### src/rtl/cpc_pkg.sv
// Shared types for the compressed predicated compare decoder.
// Assumes a 32-entry register file, so full register numbers are 5 bits.
package cpc_pkg;
    localparam int REG_AW = 5;

    typedef enum logic [1:0] {
        CMP_EQ = 2'd0,
        CMP_NE = 2'd1,
        CMP_LT = 2'd2,
        CMP_LE = 2'd3
    } cmp_op_e;

    typedef struct packed {
        logic [REG_AW-1:0] src1;
        logic [REG_AW-1:0] src2;
        logic [REG_AW-1:0] pred;
        logic              is_float;
        cmp_op_e           op;
        logic              unsup;
    } cmp_req_t;
endpackage

### src/rtl/cpc_fields.sv
// Splits a 16-bit instruction into a compare request and flags anything
// that is not a quadrant-1 reinterpreted compare (funct3 110/111).
// Assumes compact register fields name registers REG_BASE..REG_BASE+7.
module cpc_fields
    import cpc_pkg::*;
#(
    parameter int INSN_W   = 16,
    parameter int CREG_W   = 3,
    parameter int REG_BASE = 8
) (
    input  logic [INSN_W-1:0] instr,
    output cmp_req_t          req
);
    localparam logic [1:0] QUAD_CODE = 2'b01;
    localparam logic [1:0] F3_HIGH   = 2'b11;

    logic [CREG_W-1:0] f_pred, f_s1, f_s2;
    logic              legal;

    // Pull out fields and judge whether the encoding is supported.
    always_comb begin
        f_pred = instr[12:10];
        f_s1   = instr[9:7];
        f_s2   = instr[4:2];
        legal  = (instr[1:0] == QUAD_CODE) && (instr[15:14] == F3_HIGH);
    end

    // Build the normalized request; unsupported input yields only the flag.
    always_comb begin
        req = '0;
        if (legal) begin
            req.src1     = REG_AW'(REG_BASE) + REG_AW'(f_s1);
            req.src2     = REG_AW'(REG_BASE) + REG_AW'(f_s2);
            req.pred     = REG_AW'(REG_BASE) + REG_AW'(f_pred);
            req.is_float = instr[6];
            req.op       = cmp_op_e'({instr[13], instr[5]});
        end else begin
            req.unsup    = 1'b1;
        end
    end
endmodule

### src/rtl/cpc_swap.sv
// Exchanges the two sources when asked, but only for the ordered compares,
// so greater-than forms are built from less-than forms.
module cpc_swap
    import cpc_pkg::*;
(
    input  logic     swap,
    input  cmp_req_t req_in,
    output cmp_req_t req_out
);
    logic ordered;

    // Apply the exchange only to less-than and less-or-equal.
    always_comb begin
        ordered = (req_in.op == CMP_LT) || (req_in.op == CMP_LE);
        req_out = req_in;
        if (swap && ordered && !req_in.unsup) begin
            req_out.src1 = req_in.src2;
            req_out.src2 = req_in.src1;
        end
    end

    // Guard the exchange rule on the combinational path.
    always_comb begin
        if (!req_in.unsup && (req_in.op == CMP_EQ || req_in.op == CMP_NE))
            AST_EQ_NO_SWAP: assert (req_out.src1 == req_in.src1 && req_out.src2 == req_in.src2);
        if (!req_in.unsup && swap && (req_in.op == CMP_LT || req_in.op == CMP_LE))
            AST_ORDERED_SWAP: assert (req_out.src1 == req_in.src2 && req_out.src2 == req_in.src1);
    end
endmodule

### src/rtl/cpc_hold.sv
// One-entry output register with valid/ready. A supported request waits
// for the consumer; an unsupported one is shown for one cycle only.
// Assumes no input is taken while a request is held.
module cpc_hold
    import cpc_pkg::*;
(
    input  logic     clk,
    input  logic     rst_n,
    input  logic     in_valid,
    output logic     in_ready,
    input  cmp_req_t d,
    output logic     out_valid,
    input  logic     out_ready,
    output cmp_req_t q
);
    logic     full;
    cmp_req_t data;
    logic     take;

    // Ready only when empty.
    always_comb begin
        in_ready = !full;
        take     = in_valid && !full;
    end

    // Capture, hold and release the request.
    always_ff @(posedge clk) begin
        if (!rst_n) begin
            full <= 1'b0;
            data <= '0;
        end else if (take) begin
            full <= 1'b1;
            data <= d;
        end else if (full && (out_ready || data.unsup)) begin
            full <= 1'b0;
        end
    end

    // Drive outputs from the register.
    always_comb begin
        out_valid = full;
        q         = data;
    end

    AST_HOLD_STABLE: assert property (@(posedge clk) disable iff (!rst_n)
        (out_valid && !out_ready && !q.unsup) |=> (out_valid && $stable(q)));
    AST_UNSUP_ONE: assert property (@(posedge clk) disable iff (!rst_n)
        (out_valid && q.unsup) |=> !out_valid);
    AST_DRAIN: assert property (@(posedge clk) disable iff (!rst_n)
        (out_valid && out_ready) |=> !out_valid);
    AST_TAKE_SHOWS: assert property (@(posedge clk) disable iff (!rst_n)
        (in_valid && in_ready) |=> out_valid);
endmodule

### src/rtl/cpc_decoder.sv
// Top: decodes a reinterpreted compressed branch into a registered
// predicated compare request with a valid/ready handshake.
module cpc_decoder
    import cpc_pkg::*;
#(
    parameter int INSN_W   = 16,
    parameter int CREG_W   = 3,
    parameter int REG_BASE = 8
) (
    input  logic              clk,
    input  logic              rst_n,
    input  logic              in_valid,
    output logic              in_ready,
    input  logic [INSN_W-1:0] in_instr,
    input  logic              in_swap,
    output logic              out_valid,
    input  logic              out_ready,
    output logic [REG_AW-1:0] out_src1,
    output logic [REG_AW-1:0] out_src2,
    output logic [REG_AW-1:0] out_pred,
    output logic              out_is_float,
    output logic [1:0]        out_op,
    output logic              out_unsup
);
    cmp_req_t raw_req, sw_req, held;

    cpc_fields #(.INSN_W(INSN_W), .CREG_W(CREG_W), .REG_BASE(REG_BASE)) u_fields (
        .instr (in_instr),
        .req   (raw_req)
    );

    cpc_swap u_swap (
        .swap    (in_swap),
        .req_in  (raw_req),
        .req_out (sw_req)
    );

    cpc_hold u_hold (
        .clk       (clk),
        .rst_n     (rst_n),
        .in_valid  (in_valid),
        .in_ready  (in_ready),
        .d         (sw_req),
        .out_valid (out_valid),
        .out_ready (out_ready),
        .q         (held)
    );

    // Flatten the held request onto the ports.
    always_comb begin
        out_src1     = held.src1;
        out_src2     = held.src2;
        out_pred     = held.pred;
        out_is_float = held.is_float;
        out_op       = held.op;
        out_unsup    = held.unsup;
    end
endmodule

### config.mk
export PLATFORM = sky130hd
export DESIGN_NAME = cpc_decoder
export DESIGN_NICKNAME = d
export VERILOG_FILES = /design/src/rtl/cpc_pkg.sv /design/src/rtl/cpc_fields.sv /design/src/rtl/cpc_swap.sv /design/src/rtl/cpc_hold.sv /design/src/rtl/cpc_decoder.sv
export SDC_FILE = /design/constraint.sdc
export NUM_CORES = 1
export LEC_CHECK = 0
export ABC_AREA = 1
export BUFFER_PORTS_ARGS = -buffer_cell sky130_fd_sc_hd__clkbuf_2
export CORE_AREA = 2 2 57 59
export DETAILED_ROUTE_END_ITERATION = 8
export DIE_AREA = 0 0 59 61
export HOLD_SLACK_MARGIN = 0.06
export MAX_ROUTING_LAYER = met4
export PLACE_DENSITY_LB_ADDON = 0.05
export SETUP_SLACK_MARGIN = 0.4
export SYNTH_ARGS = -nofsm -noshare
export SYNTH_HDL_FRONTEND = slang
export SYNTH_HIERARCHICAL = 1
export SYNTH_SLANG_ARGS = --single-unit
### constraint.sdc
create_clock -name clk -period 2.1 [get_ports clk]
set_input_delay 0.42 -clock clk [delete_from_list [all_inputs] [get_ports clk]]
set_output_delay 0.42 -clock clk [all_outputs]
set_load 0.03 [all_outputs]
**Word level (Yosys, flattened, before mapping)**

Index checks and enable logic that the tools add are counted.
Widths: inputs -> output; s select.

- Add/subtract/negate cells: 3
- Eq/ne operators: 4
- Multiplexer cells: 5
- Reductions and logical operators: 9

Operator list:

| kind | count |
|---|---|
| $mux 18 | 1 |
| $add 4x3->5 const A | 3 |
| $mux 10 | 1 |
| $eq 2x2->1 const B | 3 |
| $logic_and 1x1->1 | 5 |
| $mux 1 | 3 |
| $eq 2x1->1 const B | 1 |
| $logic_or 1x1->1 | 2 |
| $reduce_bool 2->1 | 1 |
| $logic_not 1->1 | 1 |

- Bits in registers: 20
- Input port bits: 21
- Word-level logic and storage cells: 28

**Logic depth before layout (Yosys ltp)**

Gate-level depths: netlist (run 1).

- Word-level depth: 8
- Mapped depth: 11
- Gate-level depth less buffers: 11

**Hierarchy**

Netlist (run 1), hierarchy kept.

Modules (own cells, without submodules):

| module | times used | cells an instance | area an instance (sq um) | sequential area each (sq um) |
|---|---|---|---|---|
| cpc_hold | 1 | 112 | 865.8 | 400.4 |
| cpc_fields | 1 | 38 | 252.7 | 0.0 |
| cpc_swap | 1 | 44 | 241.5 | 0.0 |

**Least setup slack after synthesis (run 1)**

OpenSTA, ideal clock, no wires.

- Path kind: input-to-reg
- From: in in_instr[1]
- To: reg u_hold.data (netlist bit u_hold/q[16])
- Setup time: 0.113 ns
- Data arrival time: 1.420 ns
- Data required time: 1.987 ns
- Setup slack: 0.566 ns
- Stages: 10
- Path through: inv_1 > nand2_2 > buf_4 > nor3_2 > nand3_2 > nand2_1 > nand2_1 > nand3b_1 > nand2_1 > nor2_1

RTL lines:

| item | line | text |
|---|---|---|
| from (decl) | cpc_decoder.sv:14 | `input logic [INSN_W-1:0] in_instr,` |
| to (signal assigned) | cpc_hold.sv:30 | `data <= '0;` |
| to (signal assigned) | cpc_hold.sv:33 | `data <= d;` |
| to (decl) | cpc_hold.sv:17 | `cmp_req_t data;` |

==> results of run 1 <==
## critical path, stage by stage
cell	delay, ps
clkbuf_2	80
nand2_2	130
nor2_1	170
inv_1	80
inv_1	90
nand3_2	170
nand2_1	110
nand2_1	50
nand3b_1	160
nand2_1	90
nor2_1	40
## final cells by class
class / instances / area [um^2]
Inverter: 20 / 77.6
Fill cell: 316 / 1470
Tap cell: 33 / 41.3
Multi-Input combinational cell: 129 / 673
Clock buffer: 4 / 36.3
Timing Repair Buffer: 47 / 250
Sequential cell: 20 / 400
## power by group through the flow
| stage | Sequential, W | Combinational, W | Clock (W) |
|---|---|---|---|
| final | 0.000422 | 0.000247 | 0.000213 |
| after global routing | 0.000426 | 0.000274 | 0.000242 |
| after CTS | 0.000423 | 0.000249 | 0.000225 |
| after detailed placement | 0.000432 | 0.000248 | 0 |
| after global placement | 0.000430 | 0.000245 | 0 |
| after floorplan | 0.000489 | 0.000144 | 0 |
## routing by layer
layer	vias to the layer above	track usage [%]	part of all wire, %	routed length, um
met1	494	21.0	48	1250
met3	2	1.49	5.1	131
met5	-	-	0	0
met2	40	25.7	45	1170
li1	640	-	-	-
met4	0	4.87	1.0	27
## logic make-up after synthesis
kind of cell           count (synthesis)  share of synthesized area (%)
and+or+nand+nor                      125                           48.0
DFF                                   20                           29.4
AOI/OAI and AO/OA                      1                          0.644
buffers and inverters                 47                           21.6
other                                  1                          0.276
## cells in the final DEF (no fill, tap or decap), types with 2 or more instances in the layout
cell type,Yosys,layout
buf_4,19,6
clkbuf_2,0,41
clkbuf_4,0,3
conb_1,1,3
dfxtp_1,20,20
inv_1,18,18
nand2_1,42,42
nand2_2,3,3
nand3_2,2,2
nand3b_1,18,18
nand4_1,10,10
nor2_1,38,38
nor3_1,2,2
nor3_2,9,9
## sequential cells by signal, indices dropped and copies added (netlist names)
signal	flops
u_hold/q	19
u_hold/out_valid	1
## cell usage after synthesis
master and number:
nand2_1 42, buf_8 1, conb_1 1, inv_4 1
buf_2 2, a21oi_2 1, nand2_2 3, buf_6 4
nor2_1 38, nor3_2 9, nand4_1 10, inv_2 1
nand3_2 2, nor3_1 2, nor3_4 1, clkbuf_1 1
inv_1 18, nand3b_1 18, buf_4 19, dfxtp_1 20
## through the flow
stage	utilization, %	instance area (um^2)
3_5_place_dp	48.9	1440
5_1_grt	50.1	1480
6_report	50.1	1480
2_1_floorplan	-	1370
4_1_cts	50.1	1480
3_3_place_gp	48.9	1440
## final timing paths
check | to | depth (start not counted) | start
worst min register to register | u_hold/q[5] | 2 | u_hold/q[5]
worst max-delay path | u_hold/q[9] | 11 | in_instr[14]
worst max register to register | u_hold/q[9] | 5 | u_hold/out_valid
worst min-delay path | u_hold/out_valid | 6 | out_ready
==> impl_metrics.ini, run 1 <==
[status]
status = finished clean

[hold_path]
min-delay-path-class = in -> reg

[routing]
first_pass_iters = 4
avgViaCountPerCell = 4.65
drt-total-wl_um = 2580
drcViolationCount = 0
drtAntennaViolNets = 0
drt-initial-drc-count = 28
vias = 1176
wl_per_cell_um = 10.2

[clocking]
clkSinkCount = 20
htreeDepth = 1
cts_hold_buf = 0
clk-insertion-delay-late_ps = 290
cts_buffers = 3
cts.repair_timing.setup_buffer_count = 0
cts_resized = 0
clk_pin_slew_ps = 110
cts_root_buffer = clkbuf_4
cts_max_path_buffers = 2
cts_tree = done

[logic_synthesis]
synthesis.area_um2 = 1360
synth_cells = 194
ys.warnings.count = 6
synth_cell_type_count = 20
avgSynthCellArea_um2 = 7.01
netlist.area_leader.share_pct = 29.4
yosysTopAreaCell = dfxtp_1
synth_seq_cells = 20
synth.area.top_cells = dfxtp_1 29%, nand2_1 12%, buf_4 10%, nor2_1 10%, nand3b_1 9.9%
ys_seq_area_share_pct = 29.4

[pwr]
combPwrFrac_pct = 27.9
internal_power_w = 0.000593
power_switching_w = 0.000289
pwr-share-seq_pct = 47.9
swShare_pct = 32.8
pwr-share-clk_pct = 24.2
peakVddDrop_v = 0.000153
total_power_w = 0.000882
power_density_nw_per_um2 = 597
leakage_nw = 0.808

[timing]
hold_violations = 0
layout_setup_ws_ps = 697
setup_viol = 0
min_period_ps = 1400
whs_ps = 448
clock_skew_ps = 3.67
finalMaxSlewViolations = 0
clock.fmax_ghz = 0.713
finalCritPeriodShare_pct = 66.8
rsz0062_at_grt = false
setup-tns-final_ps = 0

[placement]
dp_cells = 249
hpwl_um = 2140
port_buffers = 41
gp_congestion = 0.825
place_ws_ps = 391

[floorplanning]
rows = 20
die_h_um = 61
design.core.area_um2 = 2950
die_area_um2 = 3600
ios = 42
start_util_pct = 46.1
die_x_um = 59

[run]
max_cap_viol_count = 0

[finish]
diodes = 0
area_growth_pct = 8.74
drive_gt1_share_pct = 31.4
nets = 242
instances_no_fill = 253

[worst_setup_path]
arrival_ps = 1600
startpoint_type = input pin
worstSetupEndpointType = flop
crit_type = in -> reg
path_max_fanout = 10
cp.required_ps = 2290
ff2ff_setup_slack_ps = 1070

[global_routing]
grt_pass1_vias = 1009
grt_pass1_wl_um = 4330
grt_antenna_before_repair = 0
grt.overflow.total = 0
grt_max_degree = 21
grt_use_total_pct = 15.9
Note: power is estimated with default switching activity, not from simulation.
==> run 2: changes to the inputs <==
==> constraint.sdc (replaced) <==
create_clock -name clk -period 1.4 [get_ports clk]
set_input_delay 0.28 -clock clk [delete_from_list [all_inputs] [get_ports clk]]
set_output_delay 0.28 -clock clk [all_outputs]
set_load 0.03 [all_outputs]
==> run 2 against run 1 <==
Flip-flop and latch count is the same. Clock power grew 56%. Wire length grew 23%. Power grew 73%. Worst setup slack lost 420 ps. Worst hold slack lost 180 ps. Critical endpoint is now in_ready. Largest cell class unchanged. Largest power group unchanged.
==> impl_metrics.ini, run 2 (synthesis results as in run 1) <==
[clocking]
cts_hold_buf = 0
clkSinkCount = 20
cts_buffers = 3
clk_pin_slew_ps = 110
cts_tree = done
cts_max_path_buffers = 2
clk-insertion-delay-late_ps = 300
htreeDepth = 1
cts_root_buffer = clkbuf_4

[global_routing]
grt_pass1_vias = 1085
grt_antenna_before_repair = 0
grt_pass1_wl_um = 4770
grt_use_total_pct = 18.2
grt.overflow.total = 0
grt_max_degree = 21

[routing]
first_pass_iters = 4
drtAntennaViolNets = 0
vias = 1288
avgViaCountPerCell = 4.77
drcViolationCount = 0
drt-initial-drc-count = 52
wl_per_cell_um = 11.7
drt-total-wl_um = 3170

[worst_setup_path]
arrival_ps = 840
reg2reg_from = u_hold/out_valid
crit_type = reg -> out
crit_path_start = u_hold/out_valid
endpoint = in_ready
ff2ff_path_depth = 6
startpoint_type = flop
r2r_end = u_hold/q[6]
worstSetupEndpointType = output pin
cp.required_ps = 1120
ff2ff_setup_slack_ps = 340
path_max_fanout = 3

[timing]
rsz0062_at_grt = true
setup_viol = 0
finalMaxSlewViolations = 0
setup-tns-final_ps = 0
layout_setup_ws_ps = 276
min_period_ps = 1120
hold_violations = 0
finalCritPeriodShare_pct = 80.3
clock_skew_ps = 4.29
clock.fmax_ghz = 0.889

[floorplanning]
die_x_um = 59
rows = 20
ios = 42
start_util_pct = 46.1
design.core.area_um2 = 2950
die_h_um = 61
die_area_um2 = 3600

[placement]
dpl-instance-area_um2 = 1530
dp_cells = 256
gp_congestion = 0.808
port_buffers = 41
place_ws_ps = -66.5
hpwl_um = 2110

[finish]
layout_common_cells = 40 x nand2_1, 36 x nor2_1, 22 x buf_8
final_common_cell = nand2_1
largest_reg_flops = 19
nets = 259
area_growth_pct = 47.0
instances_no_fill = 270
stdcell_area_um2 = 2000
drive_gt1_share_pct = 48.9
diodes = 0

[hold_path]
worstHoldStart = out_ready
min-delay-path-class = in -> reg

[pwr]
power_density_nw_per_um2 = 763
leakage_nw = 0.986
peakVddDrop_v = 0.000338
total_power_w = 0.00153

[run]
max_cap_viol_count = 0

[status]
status = finished clean
[run 2: where the power goes]
part	switching, W	internal (W)
combinational	0.000288	0.000244
sequential	0.0000396	0.000621
clock	0.000174	0.000159
total	0.000502	0.00102
[run 2: cell type report]
type / instances / area [um^2]
Sequential cell: 20 / 428
Timing Repair Buffer: 62 / 618
Inverter: 20 / 92.6
Fill cell: 248 / 953
Clock buffer: 4 / 36.3
Tap cell: 33 / 41.3
Multi-Input combinational cell: 130 / 774
Timing Repair inverter: 1 / 8.76
[run 2: how the worst min path moves through the flow]
stage / endpoint / cells after the start / slack, ps
3_5_place_dp: u_hold/q[17] / 2 / 460
2_1_floorplan: u_hold/out_valid / 5 / 490
5_1_grt: u_hold/out_valid / 6 / 300
4_1_cts: u_hold/out_valid / 6 / 260
6_report: u_hold/out_valid / 6 / 270
3_3_place_gp: u_hold/q[17] / 2 / 450
[run 2: repair_timing]
| action | 4_1_cts | 5_1_grt |
|---|---|---|
| endpoints found under the hold margin | 0 | 0 |
| resized for setup | 73 | 46 |
| pin swaps | 11 | 16 |
| gates cloned | 3 | 1 |
| endpoints found under the setup margin | 40 | 41 |
| buffers inserted | 5 | 1 |
[run 2: metrics by stage]
step / hold slack, ps / util [%]
after floorplan: 492 / -
after CTS: 262 / 63.3
after global routing: 302 / 67.7
after detailed placement: 464 / 51.7
final: 272 / 67.7
after global placement: 450 / 51.7
[run 2: critical path, stage by stage (launching register included)]
cell     delay, ps
dfxtp_4        390
inv_6           40
buf_8          120
[run 2: routing by layer]
layer | part of all wire [%] | GRT usage [%]
met1 | 44 | 21.4
met2 | 50 | 31.6
met5 | 0 | -
met3 | 3.8 | 1.49
met4 | 1.6 | 8.44
